--- src/rtl/periodic_irq_gen.sv ---
module periodic_irq_gen #(
  parameter int PH_W = 2
) (
  input  logic       clk,
  input  logic       rst_n,
  input  logic [2:0] mode_sel,
  input  logic       sec_inc,
  input  logic       q_tick,
  input  logic       sec_rewrite,
  input  logic       to_sec0,
  input  logic       to_min0,
  input  logic       to_hour0,
  input  logic       to_day1,
  input  logic       flag_clr,
  output logic       flag,
  output logic       irq_n
);
  localparam logic [2:0] M_OFF  = 3'b000;
  localparam logic [2:0] M_LOW  = 3'b001;
  localparam logic [2:0] M_2HZ  = 3'b010;
  localparam logic [2:0] M_1HZ  = 3'b011;
  localparam logic [2:0] M_SEC  = 3'b100;
  localparam logic [2:0] M_MIN  = 3'b101;
  localparam logic [2:0] M_HOUR = 3'b110;
  localparam logic [2:0] M_MON  = 3'b111;

  logic [PH_W-1:0] qph;
  logic            lvl_flag;
  logic            lvl_mode;
  logic            evt;
  logic            pulse_low;

  assign lvl_mode = mode_sel[2];

  always_ff @(posedge clk or negedge rst_n)
    if (!rst_n)                    qph <= '0;
    else if (sec_inc || sec_rewrite) qph <= '0;
    else if (q_tick)               qph <= qph + 1'b1;

  always_comb begin
    evt = 1'b0;
    unique case (mode_sel)
      M_SEC:   evt = sec_inc;
      M_MIN:   evt = sec_inc && to_sec0;
      M_HOUR:  evt = sec_inc && to_sec0 && to_min0;
      M_MON:   evt = sec_inc && to_sec0 && to_min0 && to_hour0 && to_day1;
      default: evt = 1'b0;
    endcase
  end

  always_ff @(posedge clk or negedge rst_n)
    if (!rst_n)         lvl_flag <= 1'b0;
    else if (!lvl_mode) lvl_flag <= 1'b0;
    else if (evt)       lvl_flag <= 1'b1;
    else if (flag_clr)  lvl_flag <= 1'b0;

  assign pulse_low = (mode_sel == M_2HZ) ? !qph[0] :
                     (mode_sel == M_1HZ) ? !qph[1] : 1'b0;

  assign flag  = lvl_mode ? lvl_flag : pulse_low;
  assign irq_n = !((mode_sel == M_LOW) || pulse_low || (lvl_mode && lvl_flag));

  AST_SEC_EVENT_FIRES: assert property (@(posedge clk) disable iff (!rst_n)
    (mode_sel == M_SEC && sec_inc) |=> (!mode_sel[2] || (flag && !irq_n)));
  AST_LEVEL_HOLDS: assert property (@(posedge clk) disable iff (!rst_n)
    (mode_sel[2] && flag && !flag_clr) |=> (!mode_sel[2] || flag));
  AST_LEVEL_CLEARS: assert property (@(posedge clk) disable iff (!rst_n)
    (mode_sel[2] && flag_clr && !sec_inc) |=> (!mode_sel[2] || irq_n));
  AST_OFF_DROPS_FLAG: assert property (@(posedge clk) disable iff (!rst_n)
    (mode_sel == M_OFF) |=> (!mode_sel[2] || !flag));
  AST_REWRITE_PHASE: assert property (@(posedge clk) disable iff (!rst_n)
    (sec_rewrite && mode_sel[2:1] == 2'b01) |=> (mode_sel[2:1] != 2'b01 || !irq_n));
  AST_MIN_GATED: assert property (@(posedge clk) disable iff (!rst_n)
    (mode_sel == M_MIN && !flag && !(sec_inc && to_sec0)) |=> (mode_sel != M_MIN || !flag));
endmodule

--- config.mk ---
export PLATFORM = sky130hd
export DESIGN_NAME = periodic_irq_gen
export DESIGN_NICKNAME = d
export VERILOG_FILES = /design/src/rtl/periodic_irq_gen.sv
export SDC_FILE = /design/constraint.sdc
export NUM_CORES = 1
export LEC_CHECK = 0
export BUFFER_PORTS_ARGS = -buffer_cell sky130_fd_sc_hd__buf_2
export CORE_AREA = 2 2 39 41
export CTS_BUF_LIST = sky130_fd_sc_hd__clkbuf_16
export CTS_CLUSTER_SIZE = 24
export DETAILED_ROUTE_END_ITERATION = 6
export DIE_AREA = 0 0 41 43
export GPL_TIMING_DRIVEN = 0
export SLEW_MARGIN = 20
export SYNTH_ARGS = -nofsm -noshare
export SYNTH_HDL_FRONTEND = slang
export SYNTH_SLANG_ARGS = --single-unit
--- constraint.sdc ---
create_clock -name clk -period 1.8 [get_ports clk]
set_input_delay 0.36 -clock clk [delete_from_list [all_inputs] [get_ports clk]]
set_output_delay 0.36 -clock clk [all_outputs]
set_load 0.05 [all_outputs]
==> out/qor.txt, run 1 <==
=====================================================================================
Sink count of the clock tree                                                        3
Mean routed wirelength per cell                                              8.907 um
Cell leakage power                                                          0.1816 nW
Quantity of gates resized following cts                                             0
Routability congestion estimate                                                0.5962
Proportion of synthesized chip area in sequential cells                        41.38%
Post-DR vias/cell                                                               3.981
I/O pin count                                                                      15
Transition at the pin with the smallest max-transition slack                0.2496 ns
Final-report setup violation count                                                  0
Layout cell share with drive strength beyond 1                                 47.37%
Clock H-tree levels                                                                 1
Setup repair after global routing missed its margin                                no
Relative slew slack                                                            83.48%
DRT Pass-1 Iters                                                                    2
Global-route congestion overflow total                                              0
Final net count                                                                    52
Type of origin of the critical path                                         flip-flop
Number of vias after detailed routing                                             215
Critical path start-end classification                                   flip-flop to output port
Maximum clock path buffer count                                                     2
Number of antenna violations at the first check in global routing                   0
CTS tree                                                                          yes
Total die area                                                             1763 sq um
Initial core utilization                                                       13.11%
Delay contributed by the slowest stage of the critical path                   0.36 ns
Post-Syn Instances                                                                 19
Worst-path cell chain                                                    mux2i_1 > a22o_1 > a21oi_2 > buf_2
Cell at the root of the clock tree                                       sky130_fd_sc_hd__clkbuf_16
Least setup slack across all paths after layout                             0.2242 ns
Result of the run                                                        finished, final reports clean
Maximum fanout along the worst path                                                 3
Clock period minus final worst setup slack                                   1.576 ns
Type of the worst min-delay path                                         primary input to flip-flop
Power Dens Cells                                                         1300 nW/um^2
Die extent in x                                                                 41 um
Yosys warning count                                                                 0
Number of global-route vias before repair                                         211
First-pass GRT wire length                                                     834 um
Final HPWL DP                                                                401.7 um
Placeable core region                                                      1384 sq um
Worst clock skew on the final layout                                      0.002482 ns
Pin count of the biggest net entering global routing                                6
Synth Net Count                                                                    32
Cell taking the most area after synthesis                                sky130_fd_sc_hd__dfrtp_1
Cell area after synthesis                                                 181.4 sq um
Syn avg cell area                                                         9.549 sq um
IR Drop Worst-Case VDD                                                       595.2 uV
Overall fraction of global-route tracks in use                                 7.847%
Number of buffers created by CTS                                                    3
Number of input and output port buffers inserted                                   14
Remaining DRCs                                                                      0
Total buffers and inverters traversed by the critical path                          1
Number of max-cap violations                                                        0
Diodes inserted                                                                     0
Achievable frequency                                                        634.6 MHz
Family of cells with the greatest summed delay on the critical path        flip-flops
Post-synthesis cell type count                                                     15
Total Negative Setup Slacks                                                      0 ns
Commonest non-fill, non-tap cells in the layout                          14 x sky130_fd_sc_hd__buf_2, 3 x sky130_fd_sc_hd__clkbuf_16, 3 x sky130_fd_sc_hd__dfrtp_1
Seq cells post-synth                                                                3
Crit path max-delay cell type                                            sky130_fd_sc_hd__dfrtp_1
Skew-Pair Late Insertion Delay                                                0.22 ns
Most frequent standard cell in the layout excluding fill and tap cells   sky130_fd_sc_hd__buf_2
Die Span Y                                                                      43 um
Clock slew seen by the registers of the worst setup and hold paths            0.03 ns
Sort of element at the end of the critical path                           output port
Pre-CTS WS                                                                  0.2715 ns
Period utilization                                                             87.54%
Remaining number of nets flagged by the antenna check after routing                 0
Arrival @ worst endpoint                                                      1.22 ns
Fin Hold WS                                                                 0.3212 ns
DR iter-0 viols                                                                     6
Required time reported for the critical path endpoint                         1.44 ns
Final wirelength                                                               481 um
Count of standard-cell rows                                                        14
Slew Limit Fails                                                                    0
Final hold violation count                                                          0
Top-area cell type share of the netlist area                                   41.38%
Layout overhead on the synthesized area                                        100.7%
Cell types occupying the most area after synthesis                       sky130_fd_sc_hd__dfrtp_1 41%, sky130_fd_sc_hd__a21bo_1 5.5%, sky130_fd_sc_hd__mux2i_1 5.5%
=====================================================================================
logic make-up after synthesis:
| kind of cell | Yosys count | share of synthesized area [%] |
|---|---|---|
| multiplexers | 1 | 5.517 |
| AND/OR/NAND/NOR | 7 | 19.31 |
| AO/OA/AOI/OAI | 6 | 24.14 |
| XOR/XNOR | 2 | 9.657 |
| flip-flops | 3 | 41.38 |
synthesized netlist by cell type:
cell type,count
sky130_fd_sc_hd__o21ai_1,1
sky130_fd_sc_hd__nand2_1,1
sky130_fd_sc_hd__a21boi_1,1
sky130_fd_sc_hd__o211ai_1,1
sky130_fd_sc_hd__nor3_1,2
sky130_fd_sc_hd__nor2b_1,1
sky130_fd_sc_hd__nor2_1,2
sky130_fd_sc_hd__a22o_1,1
sky130_fd_sc_hd__xor2_1,1
sky130_fd_sc_hd__dfrtp_1,3
sky130_fd_sc_hd__xnor2_1,1
sky130_fd_sc_hd__mux2i_1,1
sky130_fd_sc_hd__a21bo_1,1
sky130_fd_sc_hd__nand3b_1,1
sky130_fd_sc_hd__a21oi_1,1
final timing paths:
kind	from	to	slack, ns	cells after the start
max reg2reg	qph[0]	qph[1]	1.02	3
min in group asynchronous	rst_n	qph[1]	0.46	2
max	qph[0]	irq_n	0.22	4
min reg2reg	lvl_flag	lvl_flag	0.52	2
min	sec_rewrite	qph[1]	0.32	2
max in group asynchronous	rst_n	qph[0]	1.22	2
power breakdown:
part | switching (W) | internal, W | total, W
combinational | 0.0000316 | 0.0000234 | 0.0000549
sequential | 0.00000182 | 0.0000708 | 0.0000726
clock | 0.0000596 | 0.000286 | 0.000346
sequential cells by signal, indices dropped and copies added (netlist names):
| signal | flops |
|---|---|
| qph | 2 |
| lvl_flag | 1 |
final cells by class:
cell class              count  area (sq um)
clock buffers               3         75.07
clock inverters             1         3.754
fillers                   162          1020
multi-input cells          16         110.1
flip-flops and latches      3         75.07
well taps                  16         20.02
repair buffers             15         80.08
worst reg2reg max path, delay by kind of cell, from the launching register on:
kind                      cells  cell delay (ns)
DFF                           1             0.39
xor gates and xnor gates      1             0.15
and+or+nand+nor               2             0.14
metal layers:
metal  vias up  routed length (um)  GRT usage [%]  share of wire, %
met5         -                   0              0                 0
met4         0                   0          4.000                 0
met3         0                  50          7.853                10
met2         8                 256          10.94                53
met1       100                 174          7.120                36
li1        107                   -              -                 -
stage by stage:
| stage | area [sq um] | util (%) | std cells | total power, W |
|---|---|---|---|---|
| 2_1_floorplan | 185.2 | - | 19 | 0.0001033 |
| 3_3_place_gp | 275.3 | 19.89 | 49 | 0.0001265 |
| 3_5_place_dp | 275.3 | 19.89 | 49 | 0.0001275 |
| 4_1_cts | 364.1 | 26.31 | 54 | 0.0004810 |
| 5_1_grt | 364.1 | 26.31 | 54 | 0.0004983 |
| 6_report | 364.1 | 26.31 | 54 | 0.0004735 |
what timing repair did:
| item | in CTS | in global routing |
|---|---|---|
| hold endpoints to repair | 3 | 0 |
| hold buffers | 1 | 0 |
| buffers inserted | 0 | 0 |
| endpoints found under the setup margin | 0 | 0 |
Note: power is estimated with default switching activity, not from simulation.
==> run 2, diff against run 1 <==
--- a/config.mk
+++ b/config.mk
@@ -5,9 +5,11 @@
 export SDC_FILE = /design/constraint.sdc
 export NUM_CORES = 1
 export LEC_CHECK = 0
+export ABC_AREA = 1
 export BUFFER_PORTS_ARGS = -buffer_cell sky130_fd_sc_hd__buf_2
 export CORE_AREA = 2 2 39 41
 export CTS_BUF_LIST = sky130_fd_sc_hd__clkbuf_16
+export CTS_CLUSTER_DIAMETER = 30
 export CTS_CLUSTER_SIZE = 24
 export DETAILED_ROUTE_END_ITERATION = 6
 export DIE_AREA = 0 0 41 43
==> run 2 against run 1 <==
Hold slack gained 0.071 ns. Non-clock buffer count is the same. Sequential share of layout area shrank 1.0 points. Final area grew 5.2%.
==> out/qor.txt, run 2 <==
=====================================================================================
Flip-flop count of the largest register after layout                                2   unchanged
Clock slew seen by the registers of the worst setup and hold paths            0.03 ns   about the same
Pin count of the biggest net entering global routing                                5   was 6
Sink count of the clock tree                                                        3   unchanged
First-pass GRT wire length                                                     655 um   was 834 um
Diodes inserted                                                                     0   unchanged
Async set or reset register ratio after synthesis                              100.0%   unchanged
Post-synthesis cell type count                                                     10   was 15
DRT Pass-1 Iters                                                                    2   unchanged
Result of the run                                                        finished, final reports clean   unchanged
Power Dens Cells                                                         1234 nW/um^2   was 1300 nW/um^2
Number of buffers created by CTS                                                    3   unchanged
Skew-Pair Late Insertion Delay                                                0.22 ns   about the same
Number of antenna violations at the first check in global routing                   0   unchanged
Critical path start-end classification                                   flip-flop to output port   unchanged
Maximum fanout along the worst path                                                 3   unchanged
Cell leakage power                                                          0.2312 nW   was 0.1816 nW
Post-DR vias/cell                                                               3.597   was 3.981
Layout overhead on the synthesized area                                        90.06%   was 100.7%
Final wirelength                                                               471 um   was 481 um
Yosys warning count                                                                 0   unchanged
Global-route congestion overflow total                                              0   unchanged
Clock H-tree levels                                                                 1   unchanged
Area post-placement                                                       294.0 sq um   was 275.3 sq um
Transition at the pin with the smallest max-transition slack                0.2505 ns   was 0.2496 ns
Cell taking the most area after synthesis                                sky130_fd_sc_hd__dfrtp_1   unchanged
Achievable frequency                                                        684.9 MHz   was 634.6 MHz
CTS tree                                                                          yes   unchanged
Number of setup buffers added after CTS                                             0   unchanged
Number of vias after detailed routing                                             241   was 215
Top-area cell type share of the netlist area                                   37.27%   was 41.38%
Number of filler instances in the final layout                                    161   was 162
Sort of element at the end of the critical path                           output port   unchanged
Largest regs                                                             qph (2), lvl_flag (1)   unchanged
DR iter-0 viols                                                                     2   was 6
Count leader, synth                                                      sky130_fd_sc_hd__nand2_1   was sky130_fd_sc_hd__dfrtp_1
Most instantiated cells after synthesis                                  13 x sky130_fd_sc_hd__nand2_1, 5 x sky130_fd_sc_hd__inv_1, 4 x sky130_fd_sc_hd__nor2_1   was 3 x sky130_fd_sc_hd__dfrtp_1, 2 x sky130_fd_sc_hd__nor2_1, 2 x sky130_fd_sc_hd__nor3_1
Die extent in x                                                                 41 um   unchanged
Number of flops mapped to enable cells by yosys                                     0   unchanged
Relative slew slack                                                            83.42%   was 83.48%
Final hold violation count                                                          0   unchanged
Routability congestion estimate                                                0.6727   was 0.5962
Number of input and output port buffers inserted                                   14   unchanged
Hold bufs inserted after CTS                                                        1   unchanged
Mean routed wirelength per cell                                              7.030 um   was 8.907 um
Predominant post-synthesis flop cell                                     sky130_fd_sc_hd__dfrtp_1   unchanged
Most frequent standard cell in the layout excluding fill and tap cells   sky130_fd_sc_hd__buf_2   unchanged
Syn avg cell area                                                         6.295 sq um   was 9.549 sq um
IR Drop Worst-Case VDD                                                       600.5 uV   was 595.2 uV
Total die area                                                             1763 sq um   unchanged
Initial core utilization                                                       14.56%   was 13.11%
Slew Limit Fails                                                                    0   unchanged
Number of global-route vias before repair                                         196   was 211
Register with the highest flop count                                              qph   unchanged
Layout cell share with drive strength beyond 1                                 35.29%   was 47.37%
Seq cells post-synth                                                                3   unchanged
Remaining DRCs                                                                      0   unchanged
Setup repair after global routing missed its margin                                no   unchanged
Synth Net Count                                                                    45   was 32
Commonest non-fill, non-tap cells in the layout                          14 x sky130_fd_sc_hd__buf_2, 13 x sky130_fd_sc_hd__nand2_1, 6 x sky130_fd_sc_hd__inv_1   was 14 x sky130_fd_sc_hd__buf_2, 3 x sky130_fd_sc_hd__clkbuf_16, 3 x sky130_fd_sc_hd__dfrtp_1
Clock period minus final worst setup slack                                   1.460 ns   was 1.576 ns
Final HPWL DP                                                                370.2 um   was 401.7 um
Final net count                                                                    65   was 52
Quantity of gates resized following cts                                             0   unchanged
Cell at the root of the clock tree                                       sky130_fd_sc_hd__clkbuf_16   unchanged
Cell types occupying the most area after synthesis                       sky130_fd_sc_hd__dfrtp_1 37%, sky130_fd_sc_hd__nand2_1 24%, sky130_fd_sc_hd__inv_1 9.3%   was sky130_fd_sc_hd__dfrtp_1 41%, sky130_fd_sc_hd__a21bo_1 5.5%, sky130_fd_sc_hd__mux2i_1 5.5%
Final-report setup violation count                                                  0   unchanged
Overall fraction of global-route tracks in use                                 6.237%   was 7.847%
Remaining number of nets flagged by the antenna check after routing                 0   unchanged
Die Span Y                                                                      43 um   unchanged
Period utilization                                                             81.12%   was 87.54%
Type of origin of the critical path                                         flip-flop   unchanged
Proportion of synthesized chip area in sequential cells                        37.27%   was 41.38%
Final std cell area, no fill                                              382.9 sq um   was 364.1 sq um
I/O pin count                                                                      15   unchanged
Worst clock skew on the final layout                                     0.00002921 ns   was 0.002482 ns
Arrival @ worst endpoint                                                      1.10 ns   was 1.22 ns
Post-Syn Instances                                                                 32   was 19
Number of max-cap violations                                                        0   unchanged
Placeable core region                                                      1384 sq um   unchanged
Maximum clock path buffer count                                                     2   unchanged
Type of the worst min-delay path                                         primary input to flip-flop   unchanged
Cell area after synthesis                                                 201.4 sq um   was 181.4 sq um
Total Negative Setup Slacks                                                      0 ns   unchanged
Required time reported for the critical path endpoint                         1.44 ns   about the same
Count of standard-cell rows                                                        14   unchanged
=====================================================================================
==> run 2: layout make-up <==
cell class / instances / area, sq um / area share, %
well taps: 16 / 20.02 / 5.229
inverters: 5 / 18.77 / 4.902
flip-flops and latches: 3 / 75.07 / 19.61
clock buffers: 3 / 75.07 / 19.61
repair buffers: 15 / 80.08 / 20.92
multi-input cells: 24 / 110.1 / 28.76
clock inverters: 1 / 3.754 / 0.9804
==> run 2: worst max-delay path, cell delays in order, from the launching register on <==
cell and delay [ns]:
sky130_fd_sc_hd__dfrtp_1 0.35, sky130_fd_sc_hd__nand2_1 0.06, sky130_fd_sc_hd__nand3_1 0.07, sky130_fd_sc_hd__nand2_1 0.07, sky130_fd_sc_hd__nor2_2 0.07, sky130_fd_sc_hd__buf_2 0.26
==> run 2: worst paths after layout <==
kind                             start        to  slack (ns)  cells after the start
min                        sec_rewrite    qph[0]        0.39                      3
max                             qph[0]     irq_n        0.34                      5
min in group asynchronous        rst_n    qph[1]        0.46                      2
min reg2reg                     qph[1]    qph[1]        0.54                      2
max reg2reg                     qph[0]    qph[1]        1.00                      3
max in group asynchronous        rst_n  lvl_flag        1.23                      2
==> run 2: metal layers <==
layer	vias up	track usage, %	wire length [um]
met4	0	10.00	15
met5	-	0	0
met1	95	5.825	210
li1	133	-	-
met2	11	8.125	199
met3	2	1.571	44
==> run 2: power by group <==
group | total, W | internal (W) | switching [W] | leakage [nW]
Clock | 0.000346 | 0.000286 | 0.0000597 | 0.0423
Sequential | 0.0000721 | 0.0000708 | 0.00000129 | 0.0406
Combinational | 0.0000543 | 0.0000212 | 0.0000331 | 0.148
==> run 2: logic make-up (layout without fill, tap and decap cells) <==
kind of cell | Yosys count | after routing | synth area share (%)
XOR/XNOR | 1 | 1 | 4.349
flip-flops | 3 | 3 | 37.27
buffers and inverters | 5 | 24 | 9.318
AND/OR/NAND/NOR | 22 | 22 | 45.34
AO/OA/AOI/OAI | 1 | 1 | 3.728
==> run 2: stage by stage <==
stage          cells  hold slack [ns]  utilization, %  setup slack [ns]  power (W)
3_3_place_gp      62           0.1590           21.25            0.3479  0.0001257
6_report          67           0.3925           27.67            0.3399  0.0004724
3_5_place_dp      62           0.1579           21.25            0.3347  0.0001264
4_1_cts           67           0.3937           27.67            0.3256  0.0004785
5_1_grt           67           0.4052           27.67            0.2277  0.0004945
2_1_floorplan     32          0.06441               -           0.04750  0.0001040
